<file path="src/rtl/hmp_pkg.sv">
package hmp_pkg;
    localparam int BUS_W  = 16;
    localparam int ADDR_W = 14;
    localparam int PM_W   = 24;
    localparam int OVL_W  = 15;
    localparam int NSTB   = 4;
    localparam int STB_SEL = 0;
    localparam int STB_ALT = 1;
    localparam int STB_RD  = 2;
    localparam int STB_WR  = 3;

    typedef enum logic [1:0] {
        ST_IDLE    = 2'd0,
        ST_ACCESS  = 2'd1,
        ST_FINISH  = 2'd2,
        ST_RELEASE = 2'd3
    } port_state_t;
endpackage

</file>
<file path="src/rtl/hmp_sync.sv">
module hmp_sync #(
    parameter int WIDTH  = 4,
    parameter int STAGES = 2
) (
    input  logic             clk,
    input  logic             rst_n,
    input  logic [WIDTH-1:0] raw,
    output logic [WIDTH-1:0] lvl,
    output logic [WIDTH-1:0] rise,
    output logic [WIDTH-1:0] fall
);
    logic [WIDTH-1:0] pipe [STAGES];
    logic [WIDTH-1:0] prev;

    generate
        for (genvar s = 0; s < STAGES; s++) begin : g_stage
            if (s == 0) begin : g_first
                always_ff @(posedge clk or negedge rst_n) begin
                    if (!rst_n) pipe[s] <= '0;
                    else        pipe[s] <= raw;
                end
            end else begin : g_next
                always_ff @(posedge clk or negedge rst_n) begin
                    if (!rst_n) pipe[s] <= '0;
                    else        pipe[s] <= pipe[s-1];
                end
            end
        end
    endgenerate

    always_ff @(posedge clk or negedge rst_n) begin
        if (!rst_n) prev <= '0;
        else        prev <= pipe[STAGES-1];
    end

    assign lvl  = pipe[STAGES-1];
    assign rise = pipe[STAGES-1] & ~prev;
    assign fall = ~pipe[STAGES-1] & prev;
endmodule

</file>
<file path="src/rtl/hmp_addr_unit.sv">
module hmp_addr_unit
    import hmp_pkg::*;
(
    input  logic              clk,
    input  logic              rst_n,
    input  logic              boot_from_host,
    input  logic              latch_ev,
    input  logic [BUS_W-1:0]  latch_word,
    input  logic              xfer_done,
    input  logic              xfer_write,
    output logic [ADDR_W-1:0] cur_addr,
    output logic              cur_dm,
    output logic              cur_half,
    output logic [OVL_W-1:0]  ovl_q,
    output logic              boot_hold
);
    logic hold_q;
    logic addr_sel;
    logic ovl_sel;
    logic step_addr;

    assign addr_sel  = latch_ev && !latch_word[BUS_W-1];
    assign ovl_sel   = latch_ev &&  latch_word[BUS_W-1];
    assign step_addr = xfer_done && (cur_dm || cur_half);

    always_ff @(posedge clk or negedge rst_n) begin
        if (!rst_n) begin
            cur_addr <= '0;
            cur_dm   <= 1'b0;
            cur_half <= 1'b0;
        end else if (addr_sel) begin
            cur_addr <= latch_word[ADDR_W-1:0];
            cur_dm   <= latch_word[ADDR_W];
            cur_half <= 1'b0;
        end else if (xfer_done) begin
            if (step_addr) cur_addr <= cur_addr + 1'b1;
            cur_half <= cur_dm ? 1'b0 : !cur_half;
        end
    end

    always_ff @(posedge clk or negedge rst_n) begin
        if (!rst_n)       ovl_q <= '0;
        else if (ovl_sel) ovl_q <= latch_word[OVL_W-1:0];
    end

    always_ff @(posedge clk or negedge rst_n) begin
        if (!rst_n) hold_q <= 1'b1;
        else if (xfer_done && xfer_write && !cur_dm && cur_half && cur_addr == '0)
            hold_q <= 1'b0;
    end

    assign boot_hold = boot_from_host && hold_q;

    assert_overlay_keeps_addr_R3: assert property (@(posedge clk) disable iff (!rst_n)
        ovl_sel |=> (cur_addr == $past(cur_addr) && cur_dm == $past(cur_dm)));

    assert_dm_advance_R5: assert property (@(posedge clk) disable iff (!rst_n)
        (xfer_done && cur_dm && !latch_ev) |=> cur_addr == $past(cur_addr) + 1'b1);

    assert_boot_sticky_R10: assert property (@(posedge clk) disable iff (!rst_n)
        !hold_q |=> !hold_q);
endmodule

</file>
<file path="src/rtl/hmp_fsm.sv">
module hmp_fsm
    import hmp_pkg::*;
(
    input  logic              clk,
    input  logic              rst_n,
    input  logic              sel_s,
    input  logic              rd_s,
    input  logic              wr_s,
    input  logic              rd_rise,
    input  logic              wr_rise,
    input  logic              cur_dm,
    input  logic              cur_half,
    input  logic [BUS_W-1:0]  host_ad_in,
    input  logic [PM_W-1:0]   pm_rdata,
    input  logic [BUS_W-1:0]  dm_rdata,
    output logic              host_ack,
    output logic              idle,
    output logic              pm_req,
    output logic              pm_we,
    output logic [PM_W-1:0]   pm_wdata,
    output logic              dm_req,
    output logic              dm_we,
    output logic [BUS_W-1:0]  dm_wdata,
    output logic              xfer_done,
    output logic              xfer_write,
    output logic [BUS_W-1:0]  rd_word
);
    localparam int LOW_W = PM_W - BUS_W;

    port_state_t state_q, state_d;
    logic             is_wr_q;
    logic [BUS_W-1:0] upper_q;
    logic [LOW_W-1:0] lower_q;

    always_comb begin
        state_d = state_q;
        unique case (state_q)
            ST_IDLE:    if (sel_s && (rd_rise || wr_rise)) state_d = ST_ACCESS;
            ST_ACCESS:  state_d = ST_FINISH;
            ST_FINISH:  state_d = ST_RELEASE;
            ST_RELEASE: if (!rd_s && !wr_s) state_d = ST_IDLE;
        endcase
    end

    always_ff @(posedge clk or negedge rst_n) begin
        if (!rst_n) state_q <= ST_IDLE;
        else        state_q <= state_d;
    end

    always_comb begin
        host_ack   = 1'b0;
        idle       = 1'b0;
        pm_req     = 1'b0;
        dm_req     = 1'b0;
        xfer_done  = 1'b0;
        unique case (state_q)
            ST_IDLE: begin
                host_ack = 1'b1;
                idle     = 1'b1;
            end
            ST_ACCESS: begin
                dm_req = cur_dm;
                pm_req = !cur_dm && (is_wr_q == cur_half);
            end
            ST_FINISH:  xfer_done = 1'b1;
            ST_RELEASE: host_ack  = 1'b1;
        endcase
        pm_we      = is_wr_q;
        dm_we      = is_wr_q;
        xfer_write = is_wr_q;
        pm_wdata   = {upper_q, host_ad_in[LOW_W-1:0]};
        dm_wdata   = host_ad_in;
    end

    always_ff @(posedge clk or negedge rst_n) begin
        if (!rst_n) begin
            is_wr_q <= 1'b0;
            upper_q <= '0;
            lower_q <= '0;
            rd_word <= '0;
        end else begin
            if (state_q == ST_IDLE && sel_s && (rd_rise || wr_rise))
                is_wr_q <= wr_rise;
            if (state_q == ST_ACCESS && is_wr_q && !cur_dm && !cur_half)
                upper_q <= host_ad_in;
            if (state_q == ST_FINISH && !is_wr_q) begin
                if (cur_dm) begin
                    rd_word <= dm_rdata;
                end else if (!cur_half) begin
                    rd_word <= pm_rdata[PM_W-1:LOW_W];
                    lower_q <= pm_rdata[LOW_W-1:0];
                end else begin
                    rd_word <= {{(BUS_W-LOW_W){1'b0}}, lower_q};
                end
            end
        end
    end
endmodule

</file>
<file path="src/rtl/hostmem_port.sv">
module hostmem_port
    import hmp_pkg::*;
(
    input  logic              clk,
    input  logic              rst_n,
    input  logic              boot_from_host,
    input  logic              host_sel,
    input  logic              host_alat,
    input  logic              host_rd,
    input  logic              host_wr,
    input  logic [15:0]       host_ad_in,
    output logic [15:0]       host_ad_out,
    output logic              host_ad_oe,
    output logic              host_ack,
    output logic              pm_req,
    output logic              pm_we,
    output logic [13:0]       pm_addr,
    output logic [23:0]       pm_wdata,
    input  logic [23:0]       pm_rdata,
    output logic              dm_req,
    output logic              dm_we,
    output logic [13:0]       dm_addr,
    output logic [15:0]       dm_wdata,
    input  logic [15:0]       dm_rdata,
    output logic [14:0]       ovl_page,
    output logic              boot_hold
);
    logic [NSTB-1:0] raw, lvl, rise, fall;
    logic              idle, xfer_done, xfer_write, latch_ev;
    logic [ADDR_W-1:0] cur_addr;
    logic              cur_dm, cur_half;

    always_comb begin
        raw          = '0;
        raw[STB_SEL] = host_sel;
        raw[STB_ALT] = host_alat;
        raw[STB_RD]  = host_rd;
        raw[STB_WR]  = host_wr;
    end

    hmp_sync #(.WIDTH(NSTB), .STAGES(2)) sync_i (
        .clk(clk), .rst_n(rst_n), .raw(raw),
        .lvl(lvl), .rise(rise), .fall(fall)
    );

    assign latch_ev = idle && lvl[STB_SEL] && fall[STB_ALT];

    hmp_addr_unit addr_i (
        .clk(clk), .rst_n(rst_n), .boot_from_host(boot_from_host),
        .latch_ev(latch_ev), .latch_word(host_ad_in),
        .xfer_done(xfer_done), .xfer_write(xfer_write),
        .cur_addr(cur_addr), .cur_dm(cur_dm), .cur_half(cur_half),
        .ovl_q(ovl_page), .boot_hold(boot_hold)
    );

    hmp_fsm fsm_i (
        .clk(clk), .rst_n(rst_n),
        .sel_s(lvl[STB_SEL]), .rd_s(lvl[STB_RD]), .wr_s(lvl[STB_WR]),
        .rd_rise(rise[STB_RD]), .wr_rise(rise[STB_WR]),
        .cur_dm(cur_dm), .cur_half(cur_half),
        .host_ad_in(host_ad_in), .pm_rdata(pm_rdata), .dm_rdata(dm_rdata),
        .host_ack(host_ack), .idle(idle),
        .pm_req(pm_req), .pm_we(pm_we), .pm_wdata(pm_wdata),
        .dm_req(dm_req), .dm_we(dm_we), .dm_wdata(dm_wdata),
        .xfer_done(xfer_done), .xfer_write(xfer_write),
        .rd_word(host_ad_out)
    );

    assign pm_addr    = cur_addr;
    assign dm_addr    = cur_addr;
    assign host_ad_oe = lvl[STB_SEL] && lvl[STB_RD];

    assert_single_array_R9: assert property (@(posedge clk) disable iff (!rst_n)
        !(pm_req && dm_req));

    assert_req_one_cycle_R9: assert property (@(posedge clk) disable iff (!rst_n)
        (pm_req || dm_req) |=> !(pm_req || dm_req));

    assert_no_latch_unselected_R4: assert property (@(posedge clk) disable iff (!rst_n)
        (fall[STB_ALT] && !lvl[STB_SEL]) |=> (ovl_page == $past(ovl_page) && cur_addr == $past(cur_addr)));
endmodule

</file>
<file path="config.mk">
export PLATFORM = sky130hd
export DESIGN_NAME = hostmem_port
export DESIGN_NICKNAME = d
export VERILOG_FILES = /design/src/rtl/hmp_pkg.sv /design/src/rtl/hmp_sync.sv /design/src/rtl/hmp_addr_unit.sv /design/src/rtl/hmp_fsm.sv /design/src/rtl/hostmem_port.sv
export SDC_FILE = /design/constraint.sdc
export NUM_CORES = 1
export LEC_CHECK = 0
export BUFFER_PORTS_ARGS = -buffer_cell sky130_fd_sc_hd__buf_2
export CAP_MARGIN = 10
export CORE_MARGIN = 5
export CORE_UTILIZATION = 49
export DETAILED_ROUTE_END_ITERATION = 10
export PLACE_DENSITY_LB_ADDON = 0.25
export SLEW_MARGIN = 20
export SYNTH_ARGS = -nofsm -noshare
export SYNTH_HDL_FRONTEND = slang
export SYNTH_HIERARCHICAL = 1
export SYNTH_SLANG_ARGS = --single-unit
</file>
<file path="constraint.sdc">
create_clock -name clk -period 2.1 [get_ports clk]
set_clock_uncertainty 0.1 [all_clocks]
set_input_delay 0.63 -clock clk [delete_from_list [all_inputs] [get_ports clk]]
set_output_delay 0.63 -clock clk [all_outputs]
set_load 0.05 [all_outputs]
</file>
Word level (Yosys, flattened, before mapping)
Cells that the tools add are included.
- register bits: 87
- $add $sub $neg: 1
- equal/unequal tests: 6
- muxes and demuxes: 16
- bitwise operators: 6
- reductions and logical operators: 36
- operator list (cell ; number):
    $mux 14 ; 3
    $mux 16 ; 2
    $logic_and 1x1->1 ; 20
    $add 14x1->14 const B ; 1
    $logic_not 14->1 ; 1
    $mux 1 ; 8
    $pmux 2 s4 ; 1
    $logic_not 1->1 ; 6
    $and 4x4->4 ; 1
    $eq 2x2->1 const B ; 2
    $mux 2 ; 2
    $ne 2x1->1 const B ; 2
    $not 4->4 ; 1
    $reduce_and 2->1 ; 2
    $reduce_bool 2->1 ; 2
    $reduce_and 3->1 ; 1
    $and 2x2->2 ; 1
    $eq 2x1->1 const B ; 1
    $logic_not 2->1 ; 1
    $logic_or 1x1->1 ; 2
    $not 1->1 ; 2
    $not 2->2 ; 1
    $reduce_or 2->1 ; 1
    $eq 1x1->1 ; 1

Logic depth before layout (Yosys ltp)
Gate-level depths: netlist of the first run.
- depth after elaboration: 7
- gate-level depth with buffers: 7
- gate-level depth less buffers: 6

Cells and area by module
Netlist of the first run, hierarchy kept.
- modules (own cells, without submodules) (module ; instances ; cells each ; area each (um^2) ; sequential area each (um^2)):
    hmp_fsm ; 1 ; 180 ; 2148.3 ; 1076.0
    hmp_addr_unit ; 1 ; 137 ; 1527.7 ; 802.0
    hmp_sync ; 1 ; 24 ; 400.4 ; 300.3
    hostmem_port ; 1 ; 16 ; 117.6 ; 0.0

Worst setup path after synthesis of the first run
OpenSTA, ideal clock, no wires.
- path type: register -> output
- start: reg addr_i.cur_half
- end: out pm_req
- arrival: 2.033 ns
- slack: -0.663 ns
- cell stages (with the launch flop): 4
- cells stage by stage: dfrtp_1 -> buf_4 -> xor2_1 -> nor3b_1
- longest elaborated chain between the ends: 3
- ends and longest elaborated chain (what ; RTL line ; RTL):
    start: declaration ; hmp_addr_unit.sv:13 ; output logic cur_half,
    start signal: assignment ; hmp_addr_unit.sv:37 ; cur_half <= cur_dm ? 1'b0 : !cur_half;
    $eq 1x1->1 ; hmp_fsm.sv:63 ; pm_req = !cur_dm && (is_wr_q == cur_half);
    $logic_and 1x1->1 ; hmp_fsm.sv:63 ;
    $mux 1 ; hmp_fsm.sv:56 ; unique case (state_q)
    end: declaration ; hostmem_port.sv:15 ; output logic pm_req,
Every way passes these cells.

Final worst setup path of the first run
- start: reg fsm_i.state_q[1]
- end: out pm_req
- longest elaborated chain between the ends: 2
- ends and longest elaborated chain (what ; RTL line ; RTL):
    start: declaration ; hmp_fsm.sv:30 ; port_state_t state_q, state_d;
    start signal: assignment ; hmp_fsm.sv:47 ; else state_q <= state_d;
    $eq 2x1->1 ; hmp_fsm.sv:56 ;
    $mux 1 ; hmp_fsm.sv:56 ;
Every way passes these cells.

==> results of run 1 <==
==> layer usage <==
metal / global-route usage [%] / up-vias
met5: 0 / -
met4: 6.544 / 0
met3: 5.372 / 9
met2: 29.43 / 108
met1: 21.84 / 1431
li1: - / 1445
==> repair_timing <==
action                                  CTS  global route
setup buffers                             2             0
endpoints found under the setup margin    3             3
resized for setup                         9             6
endpoints found under the hold margin     0             0
==> state kept, by name, summed over array words and instances (netlist names) <==
signal	count
addr_i/cur_dm	1
fsm_i/rd_word	16
fsm_i/state_q	2
addr_i/cur_addr	14
addr_i/ovl_q	15
sync_i/lvl	4
fsm_i/upper_q	16
sync_i/prev	3
addr_i/hold_q	1
sync_i/pipe	4
fsm_i/lower_q	8
addr_i/cur_half	1
fsm_i/dm_we	1
==> area by class of cell <==
cell class | count | area, um2 | area share, %
repair buffers | 181 | 988.4 | 19.34
clock inverters | 5 | 57.56 | 1.126
well taps | 105 | 131.4 | 2.570
multi-input cells | 201 | 1595 | 31.21
clock buffers | 11 | 151.4 | 2.962
flip-flops and latches | 86 | 2155 | 42.15
inverters | 8 | 32.53 | 0.6365
==> worst min-delay path by stage <==
stage | slack, ps | to
final | 110 | fsm_i/upper_q[7]$_DFFE_PN0P_
after global routing | 120 | fsm_i/upper_q[7]$_DFFE_PN0P_
after CTS | 110 | fsm_i/upper_q[7]$_DFFE_PN0P_
after detailed placement | 230 | sync_i/lvl[0]$_DFF_PN0_
after global placement | 230 | sync_i/lvl[2]$_DFF_PN0_
after floorplan | 230 | addr_i/cur_addr[0]$_DFFE_PN0P_
==> critical path, delay by kind of cell, from the launching register on <==
kind	cells	cell delay (ps)
buffers and inverters	2	290
and+or+nand+nor	1	180
adders and majority gates	1	140
DFF	1	400
==> stage by stage <==
step	worst slack [ps]	area, um2	util (%)	setup TNS [ps]	hold slack [ps]
after floorplan	-22.46	4130	-	-22.46	231.2
after global placement	253.0	4836	58.85	0	232.0
after detailed placement	195.1	4836	58.85	0	234.7
after CTS	-29.35	5079	61.81	-29.35	112.9
after global routing	-63.35	5111	62.21	-63.35	122.3
final	13.90	5111	62.21	0	110.9
==> cells in the final DEF, fill, tap and decap left out, types with 5 or more instances in the layout <==
cell type,n
buf_2,164
dfrtp_1,84
mux2_2,37
nand2_1,35
o21ai_0,20
xnor2_1,13
buf_4,12
clkbuf_8,11
o21ai_1,10
mux2i_1,10
mux2_1,10
a22oi_1,7
nor2_1,6
inv_1,5
==> results.md, run 1 <==
- Total number of H-tree levels: 3
- Crit. End Element: output pin
- Share of layout cells above drive strength 1: about half
- Final setup vio count: 0
- Starting density of the core: about 50%
- Slowest-stage cell, CP: dfrtp_1
- Clock tree buffer depth: 2
- Die Ht: 101.7 um
- Global Route Usage Sum: approximately 18%
- Post-route ant nets: 0
- Met3 WL: 814 um
- Max Fclk: around 0.48 GHz
- Final nets: ~560
- Max FO, Critical Path: 3
- Syn Nets: 419
- DRC Markers: 0
- CP Class: register to output pin
- Status: complete, no violations
- Dpl hpwl: a little under 7000 um
- RSZ-0062 raised after global routing: yes
- Worst Setup SP: fsm_i/state_q[1]$_DFFE_PN0P_
- Drt wl/cell: between 15 and 20 um
- Worst Path Required: between 1000 and 1500 ps
- Crit path time final: 2086 ps
- RePlAce Congestion: between 0.7 and 0.8
- Clock transition at the registers of the reported paths: ~80 ps
- DR top layer: met4
- FF-to-FF End: fsm_i/lower_q[5]$_DFFE_PN0P_
- DRT iter0 DRCs: 48
- First-pass GRT wire length: 14300 um
- Final Hold Fails: 0
- Worst Reg-to-Reg Cells: 5
- Slew HR: between 70% and 80%
- Global route overflow: 0
- Wl on met1: approximately 3600 um
- Worst EP arrival: 1360 ps
- Num CTS Buffers: 9
- Launch point of the worst reg-to-reg path: fsm_i/state_q[0]$_DFFE_PN0P_
- Avg Cell Area, Syn: 11.76 um2
- Diodes inserted: 0
- Filler Cell Count: roughly 720
- Top Ports: around 170
- Input/output buffers: approximately 170
- Area growth, synth to finish: 24.13%
- Final wirelength: ~9000 um
- Clock Sinks: 86
- Vias in the first global route: 2972
- Final slew viol count: 0
- Total number of vias: 2993
- Yosys warning count: 6
- Drt first pass iters: 6
- Crit-path max cell delay: about 400 ps
- CTS tree: built
- Cell Area, Synth: 4118 um2
- Via density: 5.013
- Dpl cells: approximately 580
- Hold Path Class: primary input to asynchronous set/reset pin
- Die Area: around 10000 um2
- Clock Latency Late Sink: 350 ps
- Clk root buf: clkbuf_8
- Post-Layout Cell Count: 597
- Core Box Area: about 8200 um2
- Reg2Reg Setup Slack: 150 ps
- Chip width: around 100 um
- Tcrit/Tclk final: about 100%
- Worst path cell trace: inv_2, ha_4, nor3b_4, buf_6
- Worst-Margin Slew: about 450 ps
- Startpoint Class: register
- Largest net degree at the start of global routing: 33
- MaxCap Viol Count: 0
- Core Rows: 33
- Antenna violations before repair: 0
- Hold buffer count at cts: 0
- Met2 WL: 4537 um
- CP Capture Point: pm_req
- Syn Inst Count: 350
Power of run 1 is not shown: default switching activity piles up to over one toggle a cycle in this logic, so the estimate is an artifact.
==> inputs of run 2 (changes only) <==
--- a/config.mk
+++ b/config.mk
@@ -7,8 +7,11 @@
 export LEC_CHECK = 0
 export BUFFER_PORTS_ARGS = -buffer_cell sky130_fd_sc_hd__buf_2
 export CAP_MARGIN = 10
+export CELL_PAD_IN_SITES_DETAIL_PLACEMENT = 1
+export CELL_PAD_IN_SITES_GLOBAL_PLACEMENT = 1
 export CORE_MARGIN = 5
-export CORE_UTILIZATION = 49
+export CORE_UTILIZATION = 37
+export CTS_BUF_LIST = sky130_fd_sc_hd__clkbuf_4 sky130_fd_sc_hd__clkbuf_8 sky130_fd_sc_hd__clkbuf_16
 export DETAILED_ROUTE_END_ITERATION = 10
 export PLACE_DENSITY_LB_ADDON = 0.25
 export SLEW_MARGIN = 20
==> run 2 against run 1 <==
Compared with the run above:
- the flow now finishes with violations (negative setup slack)
- cell area increased by 2.6%
- register-to-register slack got worse by 50 ps
- worst setup slack got worse by 26 ps
- routed wire length increased by 20%
- critical path depth unchanged
- sequential cell count unchanged
- maximum frequency decreased by 1.3%
- largest cell class unchanged
==> results.md, run 2 (synthesized netlist as in run 1, its figures left out) <==
- Clk root buf: clkbuf_8
- Final wirelength: approximately 11000 um
- Final setup vio count: 2
- Hold Path Class: primary input to asynchronous set/reset pin
- MaxCap Viol Count: 0
- RePlAce Congestion: around 0.78
- Global route overflow: 0
- Total number of vias: 3116
- Top Ports: roughly 170
- Chip width: 115.5 um
- Final Hold Fails: 0
- Input/output buffers: ~170
- Final nets: around 560
- Clock tree buffer depth: 2
- Drt first pass iters: 4
- Status: finished, violations left
- Most common cell after layout, fill and taps aside: buf_2
- Core Box Area: around 11000 um2
- Worst path cell trace: inv_2, ha_4, nor3b_4, buf_6
- Area growth, synth to finish: 27.41%
- Crit. End Element: output pin
- Largest net degree at the start of global routing: 35
- Num CTS Buffers: 9
- RSZ-0062 raised after global routing: yes
- Worst EP arrival: between 1000 and 1500 ps
- Max FO, Critical Path: 3
- Antenna violations before repair: 0
- Clock Sinks: 86
- DRC Markers: 0
- Slew HR: about two thirds
- Vias in the first global route: ~3400
- Crit path time final: between 2000 and 2500 ps
- Die Area: around 13000 um2
- Dpl hpwl: between 8000 and 9000 um
- Setup TNS after final layout: -23.63 ps
- Total number of H-tree levels: 3
- Final slew viol count: 0
- Drt wl/cell: roughly 17 um
- Post-route ant nets: 0
- CP Class: register to output pin
- Clock transition at the registers of the reported paths: 90 ps
- Tcrit/Tclk final: 100.6%
- Worst setup margin: -12.54 ps
- Commonest cells after routing, fill and taps aside: 164 x buf_2, 83 x dfrtp_1, 37 x mux2_2
- Worst Setup SP: fsm_i/state_q[1]$_DFFE_PN0P_
- CTS tree: built
- Launch point of the worst reg-to-reg path: addr_i/cur_dm$_DFFE_PN0P_
- Filler Cell Count: 1211
- Core Rows: 38
- Startpoint Class: register
- DRT iter0 DRCs: 73
- Failing checks: negative setup slack
- Max Fclk: 0.4734 GHz
- Starting density of the core: a little under two fifths
- Worst Path Required: roughly 1400 ps
- Via density: 4.876
- Crit-path max cell delay: around 400 ps
- First-pass GRT wire length: ~17000 um
- Top Registers: fsm_i/rd_word (16), fsm_i/upper_q (16), addr_i/ovl_q (15)
- Worst-Margin Slew: roughly 500 ps
- Pre-CTS WS: 145.5 ps
- Clock Latency Late Sink: about 360 ps
- Slowest-stage cell, CP: dfrtp_1
- Reg2Reg Setup Slack: ~100 ps
- Final Util: between 40 and 50%
- Global Route Usage Sum: ~17%
- Diodes inserted: 0
- Share of layout cells above drive strength 1: 52.71%
- Die Ht: 115.5 um
run 2: through the flow:
| stage | std cells | area (um2) | hold WS [ps] |
|---|---|---|---|
| 3_3_place_gp | 616 | 4932 | 231.8 |
| 2_1_floorplan | 350 | 4130 | 231.2 |
| 4_1_cts | 637 | 5218 | 127.7 |
| 6_report | 639 | 5246 | 119.1 |
| 3_5_place_dp | 616 | 4932 | 236.3 |
| 5_1_grt | 639 | 5246 | 145.9 |
run 2: path summary, 6_finish.rpt:
kind	cells past startpoint	endpoint
worst max-delay path	4	pm_req
worst min-delay path	1	sync_i/prev[1]$_DFF_PN0_
worst max register to register	6	fsm_i/upper_q[1]$_DFFE_PN0P_
worst min register to register	0	sync_i/lvl[0]$_DFF_PN0_
max in group asynchronous	2	addr_i/cur_addr[9]$_DFFE_PN0P_
min in group clk	0	sync_i/lvl[0]$_DFF_PN0_
run 2: timing repair:
| action | CTS | global route |
|---|---|---|
| pin swaps | 0 | 1 |
| buffers inserted | 5 | 2 |
| hold buffers | 0 | 0 |
| setup endpoints to repair | 3 | 11 |
| gates resized for setup | 14 | 1 |
run 2: final cells by class:
type | count | area [um2] | area share, %
Timing Repair Buffer | 188 | 1091 | 20.80
Inverter | 8 | 30.03 | 0.5724
Tap cell | 140 | 175.2 | 3.339
Multi-Input combinational cell | 201 | 1595 | 30.41
Sequential cell | 86 | 2156 | 41.09
Clock buffer | 10 | 137.6 | 2.623
Clock inverter | 6 | 61.31 | 1.169
run 2: worst max-delay path, delay by kind of cell (launching register included):
family,cells,cell delay (ps)
flip-flops,1,400
AND/OR/NAND/NOR,1,200
adder cells (fa/ha/maj),1,140
buffers and inverters,2,280
run 2: per-layer routing:
layer  global-route usage, %  wire length, um  vias to the layer above
li1                        -                -                     1449
met1                   19.95             4335                     1550
met2                   28.74             5513                      104
met3                   4.073              832                       13
met4                   6.573              188                        0
met5                       0                0                        -
Power of run 2 is left out for the same reason.
